[src/rtl/rtcp_pkg.sv]
package rtcp_pkg;
  localparam int          WORD_W    = 32;
  localparam int          PRE_W     = 7;
  localparam int          SEC_W     = 15;
  localparam int          PRE_LSB   = 16;
  localparam int          SEC_LSB   = 0;
  localparam int          TAP_BIT   = 5;
  localparam logic [PRE_W-1:0] PRE_RST = 7'd127;
  localparam logic [SEC_W-1:0] SEC_RST = 15'd255;
endpackage

[src/rtl/rtcp_cfg.sv]
module rtcp_cfg
  import rtcp_pkg::*;
(
  input  logic              clk_i,
  input  logic              rst_ni,
  input  logic              we_i,
  input  logic [WORD_W-1:0] wdata_i,
  output logic [PRE_W-1:0]  pre_o,
  output logic [SEC_W-1:0]  sec_o,
  output logic [WORD_W-1:0] rdata_o
);
  logic [PRE_W-1:0] pre_q, pre_d;
  logic [SEC_W-1:0] sec_q, sec_d;

  always_comb begin
    pre_d = pre_q;
    sec_d = sec_q;
    if (we_i) begin
      pre_d = wdata_i[PRE_LSB +: PRE_W];
      sec_d = wdata_i[SEC_LSB +: SEC_W];
    end
  end

  always_ff @(posedge clk_i or negedge rst_ni) begin
    if (!rst_ni) begin
      pre_q <= PRE_RST;
      sec_q <= SEC_RST;
    end else begin
      pre_q <= pre_d;
      sec_q <= sec_d;
    end
  end

  always_comb begin
    rdata_o = '0;
    rdata_o[PRE_LSB +: PRE_W] = pre_q;
    rdata_o[SEC_LSB +: SEC_W] = sec_q;
  end

  assign pre_o = pre_q;
  assign sec_o = sec_q;


  wr_follow_chk: assert property (@(posedge clk_i) disable iff (!rst_ni)
    we_i |=> (rdata_o[PRE_LSB +: PRE_W] == $past(wdata_i[PRE_LSB +: PRE_W]))
          && (rdata_o[SEC_LSB +: SEC_W] == $past(wdata_i[SEC_LSB +: SEC_W])));

  rd_hold_chk: assert property (@(posedge clk_i) disable iff (!rst_ni)
    !we_i |=> $stable(rdata_o));
endmodule

[src/rtl/rtcp_divider.sv]
module rtcp_divider #(
  parameter int             W       = 7,
  parameter logic [W-1:0]   RST_VAL = '1
) (
  input  logic         clk_i,
  input  logic         rst_ni,
  input  logic         en_i,
  input  logic [W-1:0] reload_i,
  output logic         tick_o,
  output logic [W-1:0] cnt_o,
  output logic [W-1:0] len_o
);
  logic [W-1:0] cnt_q, cnt_d;
  logic [W-1:0] len_q, len_d;
  logic         at_zero;

  assign at_zero = (cnt_q == '0);
  assign tick_o  = en_i && at_zero;

  always_comb begin
    cnt_d = cnt_q;
    len_d = len_q;
    if (en_i) begin
      if (at_zero) begin
        cnt_d = reload_i;
        len_d = reload_i;
      end else begin
        cnt_d = cnt_q - 1'b1;
      end
    end
  end

  always_ff @(posedge clk_i or negedge rst_ni) begin
    if (!rst_ni) begin
      cnt_q <= RST_VAL;
      len_q <= RST_VAL;
    end else begin
      cnt_q <= cnt_d;
      len_q <= len_d;
    end
  end

  assign cnt_o = cnt_q;
  assign len_o = len_q;


  idle_hold_chk: assert property (@(posedge clk_i) disable iff (!rst_ni)
    !en_i |=> $stable(cnt_q));

  pulse_gap_chk: assert property (@(posedge clk_i) disable iff (!rst_ni)
    (tick_o && (reload_i != '0)) |=> !tick_o);

  len_stable_chk: assert property (@(posedge clk_i) disable iff (!rst_ni)
    !tick_o |=> $stable(len_q));
endmodule

[src/rtl/rtcp_calout.sv]
module rtcp_calout #(
  parameter int SW = 15
) (
  input  logic          clk_i,
  input  logic          rst_ni,
  input  logic          tap_i,
  input  logic          step_i,
  input  logic [SW-1:0] sec_cnt_i,
  input  logic [SW-1:0] sec_len_i,
  input  logic          en_i,
  input  logic          sel_i,
  output logic          cal_o
);
  logic [SW:0] half;
  logic        flip;
  logic        sq_q, sq_d;
  logic        cal_q, cal_d;

  assign half = ({1'b0, sec_len_i} + {{SW{1'b0}}, 1'b1}) >> 1;
  assign flip = step_i && ((sec_cnt_i == '0) || ({1'b0, sec_cnt_i} == half));

  always_comb begin
    sq_d  = sq_q ^ flip;
    cal_d = en_i && (sel_i ? sq_q : tap_i);
  end

  always_ff @(posedge clk_i or negedge rst_ni) begin
    if (!rst_ni) begin
      sq_q  <= 1'b0;
      cal_q <= 1'b0;
    end else begin
      sq_q  <= sq_d;
      cal_q <= cal_d;
    end
  end

  assign cal_o = cal_q;


  pin_off_chk: assert property (@(posedge clk_i) disable iff (!rst_ni)
    !en_i |=> !cal_o);

  sq_step_chk: assert property (@(posedge clk_i) disable iff (!rst_ni)
    !step_i |=> $stable(sq_q));
endmodule

[src/rtl/rtc_prescaler.sv]
module rtc_prescaler
  import rtcp_pkg::*;
(
  input  logic              clk_i,
  input  logic              rst_ni,
  input  logic              cfg_we_i,
  input  logic [WORD_W-1:0] cfg_wdata_i,
  input  logic              cal_en_i,
  input  logic              cal_sel_i,
  output logic              stage_stb_o,
  output logic              sec_tick_o,
  output logic              cal_o,
  output logic [WORD_W-1:0] cfg_rdata_o
);
  logic [1:0]       rst_sync_q;
  logic             rst_n;
  logic [PRE_W-1:0] pre_val, pre_cnt, pre_len;
  logic [SEC_W-1:0] sec_val, sec_cnt, sec_len;
  logic             stb;

  always_ff @(posedge clk_i or negedge rst_ni) begin
    if (!rst_ni) rst_sync_q <= 2'b00;
    else         rst_sync_q <= {rst_sync_q[0], 1'b1};
  end
  assign rst_n = rst_sync_q[1];

  rtcp_cfg u_cfg (
    .clk_i   (clk_i),
    .rst_ni  (rst_n),
    .we_i    (cfg_we_i),
    .wdata_i (cfg_wdata_i),
    .pre_o   (pre_val),
    .sec_o   (sec_val),
    .rdata_o (cfg_rdata_o)
  );

  rtcp_divider #(.W(PRE_W), .RST_VAL(PRE_RST)) u_pre (
    .clk_i    (clk_i),
    .rst_ni   (rst_n),
    .en_i     (1'b1),
    .reload_i (pre_val),
    .tick_o   (stb),
    .cnt_o    (pre_cnt),
    .len_o    (pre_len)
  );

  rtcp_divider #(.W(SEC_W), .RST_VAL(SEC_RST)) u_sec (
    .clk_i    (clk_i),
    .rst_ni   (rst_n),
    .en_i     (stb),
    .reload_i (sec_val),
    .tick_o   (sec_tick_o),
    .cnt_o    (sec_cnt),
    .len_o    (sec_len)
  );

  rtcp_calout #(.SW(SEC_W)) u_cal (
    .clk_i     (clk_i),
    .rst_ni    (rst_n),
    .tap_i     (pre_cnt[TAP_BIT]),
    .step_i    (stb),
    .sec_cnt_i (sec_cnt),
    .sec_len_i (sec_len),
    .en_i      (cal_en_i),
    .sel_i     (cal_sel_i),
    .cal_o     (cal_o)
  );

  assign stage_stb_o = stb;


  tick_in_stb_chk: assert property (@(posedge clk_i) disable iff (!rst_n)
    sec_tick_o |-> stage_stb_o);

  pre_len_match_chk: assert property (@(posedge clk_i) disable iff (!rst_n)
    stage_stb_o |=> (pre_cnt == pre_len));
endmodule

[config.mk]
export PLATFORM = sky130hd
export DESIGN_NAME = rtc_prescaler
export DESIGN_NICKNAME = d
export VERILOG_FILES = /design/src/rtl/rtcp_pkg.sv /design/src/rtl/rtcp_cfg.sv /design/src/rtl/rtcp_divider.sv /design/src/rtl/rtcp_calout.sv /design/src/rtl/rtc_prescaler.sv
export SDC_FILE = /design/constraint.sdc
export NUM_CORES = 1
export LEC_CHECK = 0
export ABC_AREA = 1
export BUFFER_PORTS_ARGS = -buffer_cell sky130_fd_sc_hd__buf_2
export CAP_MARGIN = 30
export CORE_ASPECT_RATIO = 2
export CORE_MARGIN = 2
export CORE_UTILIZATION = 50
export CTS_BUF_LIST = sky130_fd_sc_hd__clkbuf_16
export CTS_CLUSTER_DIAMETER = 200
export DETAILED_ROUTE_END_ITERATION = 8
export GPL_TIMING_DRIVEN = 0
export PLACE_DENSITY = 0.85
export REMOVE_ABC_BUFFERS = 1
export SYNTH_ARGS = -nofsm -noshare
export SYNTH_HDL_FRONTEND = slang
export SYNTH_SLANG_ARGS = --single-unit
[constraint.sdc]
create_clock -name clk_i -period 1.7 [get_ports clk_i]
set_input_delay 0.34 -clock clk_i [delete_from_list [all_inputs] [get_ports clk_i]]
set_output_delay 0.34 -clock clk_i [all_outputs]
set_load 0.01 [all_outputs]
=== After elaboration in Yosys (flattened, before gate mapping) ===
Index checks and enable logic that the tools add are counted.

* Add/subtract/negate cells: 3
* Equal/unequal tests: 1
* Multiplexer cells: 3
* Bitwise logic cells: 1
* Reduce and logical (&&, ||, !) cells: 7

{| class="wikitable"
|+ Operators with widths
! cell !! count
|-
| 15-bit by 1-bit adder with 16-bit output, second input constant || 1
|-
| 15-bit == test || 1
|-
| 15-bit zero test || 1
|-
| 15-bit 2-to-1 mux || 1
|-
| 15-bit by 1-bit subtractor with 15-bit output, second input constant || 1
|-
| 7-bit zero test || 1
|-
| 7-bit 2-to-1 mux || 1
|-
| 7-bit by 1-bit subtractor with 7-bit output, second input constant || 1
|-
| 1-bit logical AND || 3
|-
| 2-bit AND reduction || 1
|-
| 1-bit logical OR || 1
|-
| 1-bit 2-to-1 mux || 1
|-
| 1-bit bitwise XOR || 1
|}

* Register bits after elaboration: 63
* Output and inout port bits: 35

=== Longest topological paths before layout ===
Gate-level depths: netlist (run 1).

* Word-level depth: 5
* Depth in mapped cells: 15
* Mapped depth without buffers: 15

=== Hierarchy ===
Synthesis (run 1) repeated with hierarchy kept, for this count alone.

* Cells, all modules: 636
* Area, all modules: 4519.3 sq um

{| class="wikitable"
|+ Modules (own cells, without submodules)
! module !! instances !! cells each !! area each (sq um) !! sequential area each (sq um)
|-
| rtcp_divider at u_sec || 1 || 233 || 1717.9 || 770.7
|-
| rtcp_cfg || 1 || 126 || 1102.3 || 569.3
|-
| rtcp_calout || 1 || 173 || 834.6 || 50.0
|-
| rtcp_divider at u_pre || 1 || 101 || 810.8 || 367.9
|-
| rtc_prescaler || 1 || 3 || 53.8 || 50.0
|}

=== Least setup slack after synthesis (run 1) ===
Ideal clock, no wire load.

* Kind: register to output
* Start point: reg u_sec.cnt_q[1] (netlist: u_sec.cnt_o[1])
* End point: out sec_tick_o
* Arrival: 1.561 ns
* Slack: -0.201 ns
* Stages on the path, launching flop included: 12
* Path buffers: 1
* Path through: dfstp_2 > inv_1 > ha_1 > nand2_2 > nor2_4 > nand2_2 > nor2_4 > nand3_2 > nor2_4 > nand3_4 > nor2_4 > buf_6

* Cells in the longest elaborated chain, start to end: 2

{| class="wikitable"
|+ Ends and longest elaborated chain
! item !! line !! text
|-
| start: declaration || rtcp_divider.sv:13 || <nowiki>logic [W-1:0] cnt_q, cnt_d;</nowiki>
|-
| start signal: assignment || rtcp_divider.sv:38 || <nowiki>cnt_q <= cnt_d;</nowiki>
|-
| 15-bit zero test || rtcp_divider.sv:17 || <nowiki>assign at_zero = (cnt_q == '0);</nowiki>
|-
| 1-bit logical AND || rtcp_divider.sv:18 || <nowiki>assign tick_o = en_i && at_zero;</nowiki>
|-
| end: declaration || rtc_prescaler.sv:11 || <nowiki>output logic sec_tick_o,</nowiki>
|}

No other way between the ends.

=== Worst setup path after layout (run 1) ===
* Start point: reg u_sec.cnt_q[0] (netlist: u_sec.cnt_o[0])
* End point: out sec_tick_o

Same word-level chain as after synthesis.

==> results_dict.tcl, run 1 <==
set metrics [dict create \
    leakagePower_nw 2.55 \
    coreArea_sq_um 6890 \
    drt_iter0_drc 333 \
    period_share_pct 139 \
    yosysTopAreaCell "dfstp_2" \
    worstHoldPathType "in -> reg" \
    area_growth_pct 38.0 \
    track_usage_pct 32.0 \
    routabilityCongestion 0.883 \
    clock_latency_ps 350 \
    viasPerCell 5.97 \
    antenna_found_initial 0 \
    cp_data_arrival_time_ps 2020 \
    hold_path_depth 2 \
    drv_cap 0 \
    final_core_util_pct 70.2 \
    die_w_microns 63.2 \
    p_per_area_nw_per_um2 723 \
    maxSlewViolCount 0 \
    dpl_cell_area_sq_um 3810 \
    ys.flop_type "dfstp_2" \
    grt_pass1_wl_microns 18500 \
    place.port_buffers 51 \
    diodes 0 \
    tightest_slew_ps 667 \
    dieArea_sq_um 7740 \
    ir_worst_vdd_mv 0.888 \
    synth_cell_types 32 \
    cts_root_buf "clkbuf_16" \
    wl_per_cell_microns 22.0 \
    crit_path_max_fanout 2 \
    synthTopCellsByArea "dfstp_2 28%, dfrtp_1 18%, nand2_1 14%" \
    gr-total-overflow 0 \
    cts_buffers 9 \
    dpl.hpwl_microns 6480 \
    finClkSkew_ps 8.36 \
    path_cells "inv_2 > ha_4 > nand2_4 > nor2_4 > nand2_4 > nor2_4 > nand3_4 > nor2_4 > nand3_4 > nor2_4 > buf_12 > buf_6" \
    clk_path_buf_depth 2 \
    start_util_pct 50.9 \
    netlist_area_sq_um 3500 \
    slew_headroom_pct 55.5 \
    cts_max_level 3 \
    synth-seq-cells 63 \
    slowest_stage "dfstp_2" \
    grt_pass1_vias 3722 \
    end_kind "primary output" \
    ys_seq_area_share_pct 46.3 \
    worst_slack_ps -660 \
    drive_gt1_share_pct 41.2 \
    clkTransAtPathRegs_ps 50 \
    yosysWarningCount 0 \
    finalNonFillerCells 627 \
    async_flop_share_pct 100 \
    grt_max_degree 33 \
    crit_buf_inv 3 \
    synth_cells 425 \
    ioPinCount 72 \
    crit_family "simple AND/OR/NAND/NOR gates" \
    worstPathRequired_ps 1360 \
    rr_worst_depth 12 \
    num_rows 43 \
    route.detailed.drc 0 \
    syn_area_per_cell_sq_um 8.25 \
    cts.sink_count 63 \
    crit_type "reg -> out" \
    routed_wl_microns 13800 \
    synthDominantCellAreaShare_pct 28.5 \
    rsz0062_at_grt "true" \
    die_h_microns 122 \
    ant_nets 0 \
    final_area_sq_um 4830 \
    status "finished, violations left" \
    fin_nets 572 \
    max_freq_ghz 0.424 \
    violations "setup timing" \
    start_kind "flop" \
    firstDrtPassIters 6 \
    finalHoldViolations 0 \
    tritoncts "yes" \
    setup_viol 34 \
    vias 3746 \
    path_depth 12 \
    place_inst 558 \
    synth-edff-count 0 \
    max_stage_delay_ps 380 \
    layout_min_cycle_time_ps 2360 \
    crit_path_frequent_cell "nor2_4" \
    dp_slack_ps -1340 \
]
[placed cells by master (no fill, tap or decap), types with 16 or more instances in the layout]
cell     Yosys  layout
buf_2        4      49
buf_4       10      28
buf_6        1      18
dfrtp_1     25      24
dfstp_2     38      38
inv_1       51      49
mux2_2      16      16
nand2_1    130     120
nand3_1     22      21
nor2_1      27      24
[worst paths after layout]
path / slack, ps / from / to
min in group asynchronous: 310 / rst_sync_q[1] / u_sec.cnt_o[14]
max in group asynchronous: 730 / rst_sync_q[1] / u_sec.cnt_o[3]
setup / recovery: -660 / u_sec.cnt_o[0] / sec_tick_o
hold / removal: 180 / cal_sel_i / u_cal.cal_o
hold reg to reg: 310 / rst_sync_q[1] / u_sec.cnt_o[14]
setup reg to reg: -640 / u_sec.len_o[1] / u_cal.sq_q
[layout make-up]
cell class              instances  area [sq um]
inverters                      55           223
well taps                      90           113
clock inverters                 7          27.5
repair buffers                102           778
fillers                       425          2050
flip-flops and latches         63          1630
repair inverters                3          22.5
clock buffers                   9           225
multi-input cells             298          1820
[Yosys cell counts (7+ instances only)]
cell type / instances
buf_4: 10
nor2_1: 27
nand3_1: 22
inv_1: 51
dfstp_2: 38
mux2_2: 16
o221ai_1: 7
dfrtp_1: 25
nor3_1: 7
nand2_1: 130
xor2_1: 14
o21ai_0: 27
[where the power goes]
part / total, mW / switching (mW) / internal, mW
Combinational: 0.233 / 0.131 / 0.102
Clock: 1.61 / 0.660 / 0.950
Sequential: 1.65 / 0.0668 / 1.59
Total: 3.50 / 0.858 / 2.64
[routing by layer]
layer | vias up | wire (microns) | GRT usage [%]
met1 | 1742 | 4310 | 29.7
li1 | 1564 | - | -
met4 | 0 | 1180 | 27.0
met5 | - | 0 | 0
met3 | 116 | 1220 | 7.06
met2 | 324 | 7100 | 58.2
[what timing repair did]
action	CTS	global route
resized for setup	50	51
hold endpoints to repair	2	0
hold buffers	1	0
setup endpoints to repair	39	37
gates cloned	2	1
pin swaps	17	16
buffers inserted	32	21
[worst register-to-register path: stages (launching register included)]
cell and delay (ps):
dfstp_2 570, ha_1 200, nand3_1 190, nor2_1 360, nand3_1 170, nand2_1 90
nand2_1 50, nand2_1 60, nor2_1 40, nand3_1 190, nand3_1 170, nand2_1 110
inv_1 40
[state kept, by name (all words and copies together), names as in the netlist]
register     cells
u_cal.sq_q       1
u_sec.len_o     15
u_pre.cnt_o      7
u_cal.cal_o      1
u_sec.cnt_o     15
u_cfg.sec_o     15
rst_sync_q       2
u_cfg.pre_o      7
[cells by family after synthesis]
| group | share of synthesized area [%] |
|---|---|
| other | 0.214 |
| XOR/XNOR | 4.75 |
| adder cells (fa/ha/maj) | 1.07 |
| buffers and inverters | 9.25 |
| AND/OR/NAND/NOR | 25.1 |
| flip-flops | 46.3 |
| multiplexers | 5.14 |
| AO/OA/AOI/OAI | 8.10 |
[stage by stage]
step	hold slack [ps]	setup TNS, ps	power [mW]
3_5_place_dp	126	-34130	1.87
2_1_floorplan	44.4	-13330	1.75
5_1_grt	206	-15600	3.59
4_1_cts	230	-12510	3.42
6_report	185	-14270	3.50
3_3_place_gp	126	-54180	1.86
Note: power is estimated with default switching activity, not from simulation.
==> inputs of run 2 (changes only) <==
- CTS_BUF_LIST: sky130_fd_sc_hd__clkbuf_16 -> default
==> results_dict.tcl, run 2 (synthesized netlist as in run 1, its figures left out) <==
set metrics [dict create \
    p_per_area_nw_per_um2 723 \
    end_kind "primary output" \
    period_share_pct 136 \
    leakagePower_nw 2.63 \
    final_core_util_pct 72.5 \
    routabilityCongestion 0.883 \
    clk_path_buf_depth 2 \
    path_cells "inv_2 > ha_4 > nand2_4 > nor2_4 > nand2_4 > nor2_4 > nand3_4 > nor2_4 > nand3_4 > nor2_4 > buf_6" \
    diodes 0 \
    slew_headroom_pct 53.8 \
    violations "setup timing" \
    r2r_slack_ps -580 \
    firstDrtPassIters 5 \
    finalHoldViolations 0 \
    multi_input_area_sq_um 1940 \
    cts_max_level 3 \
    grt_pass1_vias 3521 \
    hold_slack_ps 218 \
    gr-total-overflow 0 \
    crit_type "reg -> out" \
    drv_cap 0 \
    crit_path_frequent_cell "nor2_4" \
    tritoncts "yes" \
    die_w_microns 63.2 \
    antenna_found_initial 0 \
    track_usage_pct 29.8 \
    cts_root_buf "clkbuf_16" \
    r2r_end "u_cal.sq_q" \
    vias 3833 \
    viasPerCell 6.10 \
    setup_viol 37 \
    layout_common_cells "110 x nand2_1, 49 x buf_2, 44 x inv_1, 38 x dfstp_2, 28 x buf_4" \
    area_growth_pct 42.4 \
    place_inst 558 \
    ir_worst_vdd_mv 0.863 \
    clkTransAtPathRegs_ps 50 \
    slowest_stage "dfstp_2" \
    hold_path.startpoint "cal_sel_i" \
    hold_path_end "u_cal.cal_o" \
    maxSlewViolCount 0 \
    cts_buffers 9 \
    finalNonFillerCells 628 \
    dieArea_sq_um 7740 \
    rr_worst_depth 17 \
    wl_per_cell_microns 23.4 \
    coreArea_sq_um 6890 \
    dpl.hpwl_microns 6480 \
    place.port_buffers 51 \
    start_util_pct 50.9 \
    ant_nets 0 \
    rsz0062_at_grt "true" \
    cp_data_arrival_time_ps 1970 \
    crit_path_max_fanout 2 \
    fin_nets 573 \
    num_rows 43 \
    worstHoldPathType "in -> reg" \
    route.detailed.drc 0 \
    seq_area_sq_um 1630 \
    hold_path_depth 2 \
    worstPathRequired_ps 1360 \
    drive_gt1_share_pct 45.5 \
    max_stage_delay_ps 380 \
    ioPinCount 72 \
    r2r-start "u_sec.cnt_o[0]" \
    worst_slack_ps -615 \
    status "finished, violations left" \
    routed_wl_microns 14700 \
    nFillCells 426 \
    layout_min_cycle_time_ps 2310 \
    tightest_slew_ps 692 \
    grt_pass1_wl_microns 17300 \
    clock_latency_ps 350 \
    die_h_microns 122 \
    finClkSkew_ps 12.5 \
    cts.sink_count 63 \
    drt_iter0_drc 345 \
    finalSetupTns_ps -15240 \
    start_kind "flop" \
    final_common_cell "nand2_1" \
    max_freq_ghz 0.432 \
    grt_max_degree 33 \
]
[run 2: worst max-delay path by stage]
| stage | start | endpoint | slack, ps | depth (start not counted) |
|---|---|---|---|---|
| final | u_sec.cnt_o[0] | sec_tick_o | -610 | 11 |
| after global routing | u_sec.len_o[3] | u_cal.sq_q | -690 | 13 |
| after CTS | u_sec.cnt_o[0] | sec_tick_o | -620 | 11 |
| after detailed placement | u_pre.cnt_o[0] | u_sec.len_o[11] | -1340 | 9 |
| after global placement | u_pre.cnt_o[0] | u_sec.len_o[11] | -1270 | 9 |
| after floorplan | u_pre.cnt_o[0] | u_sec.len_o[10] | -490 | 9 |
[run 2: per-stage QoR]
stage	area (sq um)	power, mW	worst slack (ps)
after global routing	4990	3.67	-686
after detailed placement	3810	1.87	-1340
after floorplan	3420	1.75	-487
final	4990	3.61	-615
after CTS	4390	3.49	-615
after global placement	3790	1.86	-1270
[run 2: repair_timing]
| item | CTS | global route |
|---|---|---|
| gates resized for setup | 38 | 99 |
| endpoints found under the hold margin | 2 | 0 |
| hold buffers | 1 | 0 |
| buffers inserted | 22 | 29 |
| endpoints found under the setup margin | 39 | 37 |
| pin swaps | 15 | 19 |
| cloned | 2 | 2 |
[run 2: where the power goes]
group / total (mW) / internal (mW) / switching [mW]
Clock: 1.70 / 1.03 / 0.676
Sequential: 1.66 / 1.59 / 0.0780
Combinational: 0.239 / 0.102 / 0.137
Total: 3.61 / 2.71 / 0.891
[run 2: final cells by class]
class	instances	area share, %
multi-input combinational	298	38.9
tap	90	2.26
clock buffer	15	5.17
sequential	63	32.6
clock inverter	1	0.100
timing repair inverter	3	0.451
inverter	55	4.54
timing repair buffer	103	16.0
[run 2: per-layer routing]
layer  vias to the layer above  global-route usage, %  wire (microns)
met1                      1781                   27.8            4560
met2                       341                   54.6            7340
met5                         -                      0               0
met4                         0                   24.7            1460
li1                       1564                      -               -
met3                       147                   6.14            1320
[run 2: worst max-delay path, delay by kind of cell (launching register included)]
kind                     cells  cell delay (ps)
adder cells (fa/ha/maj)      1              140
flip-flops                   1              380
buffers and inverters        2              200
AND/OR/NAND/NOR              8              910
==> inputs of run 3 (changes only) <==
- ABC_AREA: 1 -> default
- CORE_MARGIN: 2 -> 3
- CORE_UTILIZATION: 50 -> 49
- PLACE_DENSITY: 0.85 -> 0.84
==> results_dict.tcl, run 3 <==
set metrics [dict create \
    status "finished, violations left" \
    violations "setup timing" \
    worstHoldPathType "reg -> async" \
    slew_headroom_pct 65.9 \
    vias 3085 \
    yosysTopAreaCell "dfstp_2" \
    clock_latency_ps 330 \
    cts_buffers 9 \
    seqPwrFrac_pct 40.7 \
    routed_wl_microns 9700 \
    rr_worst_depth 9 \
    drt_iter0_drc 178 \
    synth_cell_types 57 \
    drv_cap 0 \
    synth_compound_area_share_pct 11.3 \
    die_w_microns 64.8 \
    track_usage_pct 23.7 \
    maxSlewViolCount 0 \
    firstDrtPassIters 5 \
    p_sw_mw 1.30 \
    synthTopCellsByArea "dfstp_2 29%, dfrtp_1 18%, mux2_2 7.3%" \
    grt_pass1_wl_microns 14200 \
    finalSetupTns_ps -23090 \
    max_freq_ghz 0.373 \
    synth-seq-cells 63 \
    grt_pass1_vias 2945 \
    dpl.hpwl_microns 5550 \
    cts_max_level 3 \
    fin_nets 463 \
    dp_slack_ps -1490 \
    tightest_slew_ps 512 \
    routabilityCongestion 0.939 \
    r2r-start "u_pre.cnt_o[0]" \
    die_h_microns 124 \
    worstPathRequired_ps 1360 \
    yosysWarningCount 0 \
    diodes 0 \
    start_util_pct 50.8 \
    route.detailed.drc 0 \
    yosysMostFrequentCell "nand2_1" \
    dieArea_sq_um 8020 \
    cts.sink_count 63 \
    setup_viol 39 \
    yosys.area_share.adder_pct 1.11 \
    drive_gt1_share_pct 47.9 \
    clk_path_buf_depth 2 \
    layout_common_cells "49 x buf_2, 44 x nand2_1, 38 x dfstp_2, 24 x dfrtp_1, 22 x mux2_2" \
    muxShareOfSynthArea_pct 8.48 \
    nFillCells 485 \
    period_share_pct 158 \
    leakagePower_nw 1.93 \
    gr-total-overflow 0 \
    ant_nets 0 \
    layout_min_cycle_time_ps 2680 \
    r2r_slack_ps -920 \
    cp_data_arrival_time_ps 2340 \
    power_frac_clock_pct 41.0 \
    worst_slack_ps -983 \
    clkTransAtPathRegs_ps 50 \
    crit_type "reg -> out" \
    ys.flop_type "dfstp_2" \
    crit_path_max_fanout 3 \
    end_kind "primary output" \
    finalHoldViolations 0 \
    place.port_buffers 51 \
    coreArea_sq_um 6670 \
    synthDominantCellAreaShare_pct 29.4 \
    num_rows 42 \
    viasPerCell 5.98 \
    synth_top_family_by_area "simple AND/OR/NAND/NOR gates" \
    cts_root_buf "clkbuf_16" \
    wl_per_cell_microns 18.8 \
    finClkSkew_ps 9.12 \
    tritoncts "yes" \
    p_per_area_nw_per_um2 1080 \
    syn_area_per_cell_sq_um 9.66 \
    netlist_area_sq_um 3390 \
    internal_power_mw 3.59 \
    yosys.area_share.simple_pct 19.9 \
    async_flop_share_pct 100 \
    antenna_found_initial 0 \
    synth_common_cells "59 x nand2_1, 38 x dfstp_2, 25 x dfrtp_1, 23 x o21ai_0, 22 x mux2_2" \
    ioPinCount 72 \
    ir_worst_vdd_mv 1.05 \
    ys_seq_area_share_pct 47.9 \
    final_common_cell "buf_2" \
    rsz0062_at_grt "true" \
    r2r_end "u_cal.sq_q" \
    grt_max_degree 45 \
    comb_power_share_pct 18.3 \
    p_sw_share_pct 26.5 \
    start_kind "flop" \
    synth-edff-count 0 \
    synthXorXnorAreaFrac_pct 5.42 \
    synth_cells 351 \
    area_growth_pct 33.2 \
]
==> run 3: changes by cell type in the layout (fill, tap and decap cells not counted), sizes merged, moves of 7 or more <==
cell   before  now
a21oi       3   13
buf       101   75
inv        53   10
nand2     133   59
nand3      24    8
nor2       31   20
or3         0    7
xnor2       5   13
==> run 3: area by class of cell <==
class                           instances  area [sq um]  share of cell area, %
Clock buffer                           13           260                   5.76
Clock inverter                          3          65.1                   1.44
Inverter                               12          63.8                   1.41
Multi-Input combinational cell        258          1850                   40.8
Sequential cell                        63          1630                   36.0
Tap cell                               88           110                   2.44
Timing Repair Buffer                   77           534                   11.8
Timing Repair inverter                  2          15.0                  0.332
==> run 3: logic make-up (layout without fill, tap and decap cells) <==
group / count (synthesis) / in the layout
and+or+nand+nor: 137 / 137
AOI/OAI and AO/OA: 60 / 60
other: 2 / 11
DFF: 63 / 63
adders and majority gates: 3 / 3
xor gates and xnor gates: 21 / 21
muxes: 26 / 26
buffers and inverters: 39 / 107
==> run 3: metal layers <==
layer	GRT usage, %	wire, microns
met4	16.7	506
met2	41.1	5350
met5	0	0
met3	5.05	504
met1	25.0	3340
==> run 3: worst max-delay path by stage <==
stage,start,endpoint,cells after the start
after floorplan,u_pre.cnt_o[0],u_sec.cnt_o[14],9
after global placement,u_pre.cnt_o[0],sec_tick_o,7
after detailed placement,u_pre.cnt_o[0],u_sec.cnt_o[14],9
after CTS,u_pre.cnt_o[1],sec_tick_o,7
after global routing,u_pre.cnt_o[0],sec_tick_o,7
final,u_pre.cnt_o[0],sec_tick_o,7
==> run 3: what timing repair did <==
action	in CTS	in global routing
resized for setup	52	43
cloned	2	1
hold buffers	1	0
pin swaps	9	25
buffers inserted	17	8
endpoints found under the hold margin	2	0
endpoints found under the setup margin	39	39
==> run 3: worst max-delay path: stages, from the launching register on <==
cell      delay (ps)
dfstp_2          370
inv_2             60
ha_4             130
or4b_4           460
or3_4            370
or3_4            450
clkinv_8          70
buf_6             90
==> run 3: power groups by stage <==
| stage | logic [mW] | clock network, mW | registers (mW) |
|---|---|---|---|
| after floorplan | 0.378 | 0 | 1.97 |
| after global routing | 0.966 | 2.10 | 2.02 |
| after global placement | 0.553 | 0 | 1.98 |
| after CTS | 0.800 | 2.03 | 1.96 |
| final | 0.893 | 2.01 | 1.99 |
| after detailed placement | 0.606 | 0 | 1.98 |
==> run 3: through the flow <==
stage | hold WS (ps) | util, % | std cells | instance area (sq um) | total power [mW]
after floorplan | 44.4 | - | 333 | 3280 | 2.35
after global placement | 125 | 54.6 | 472 | 3640 | 2.53
final | 196 | 67.7 | 516 | 4520 | 4.89
after global routing | 223 | 67.7 | 516 | 4520 | 5.08
after CTS | 213 | 64.6 | 509 | 4310 | 4.79
after detailed placement | 130 | 54.9 | 473 | 3660 | 2.58
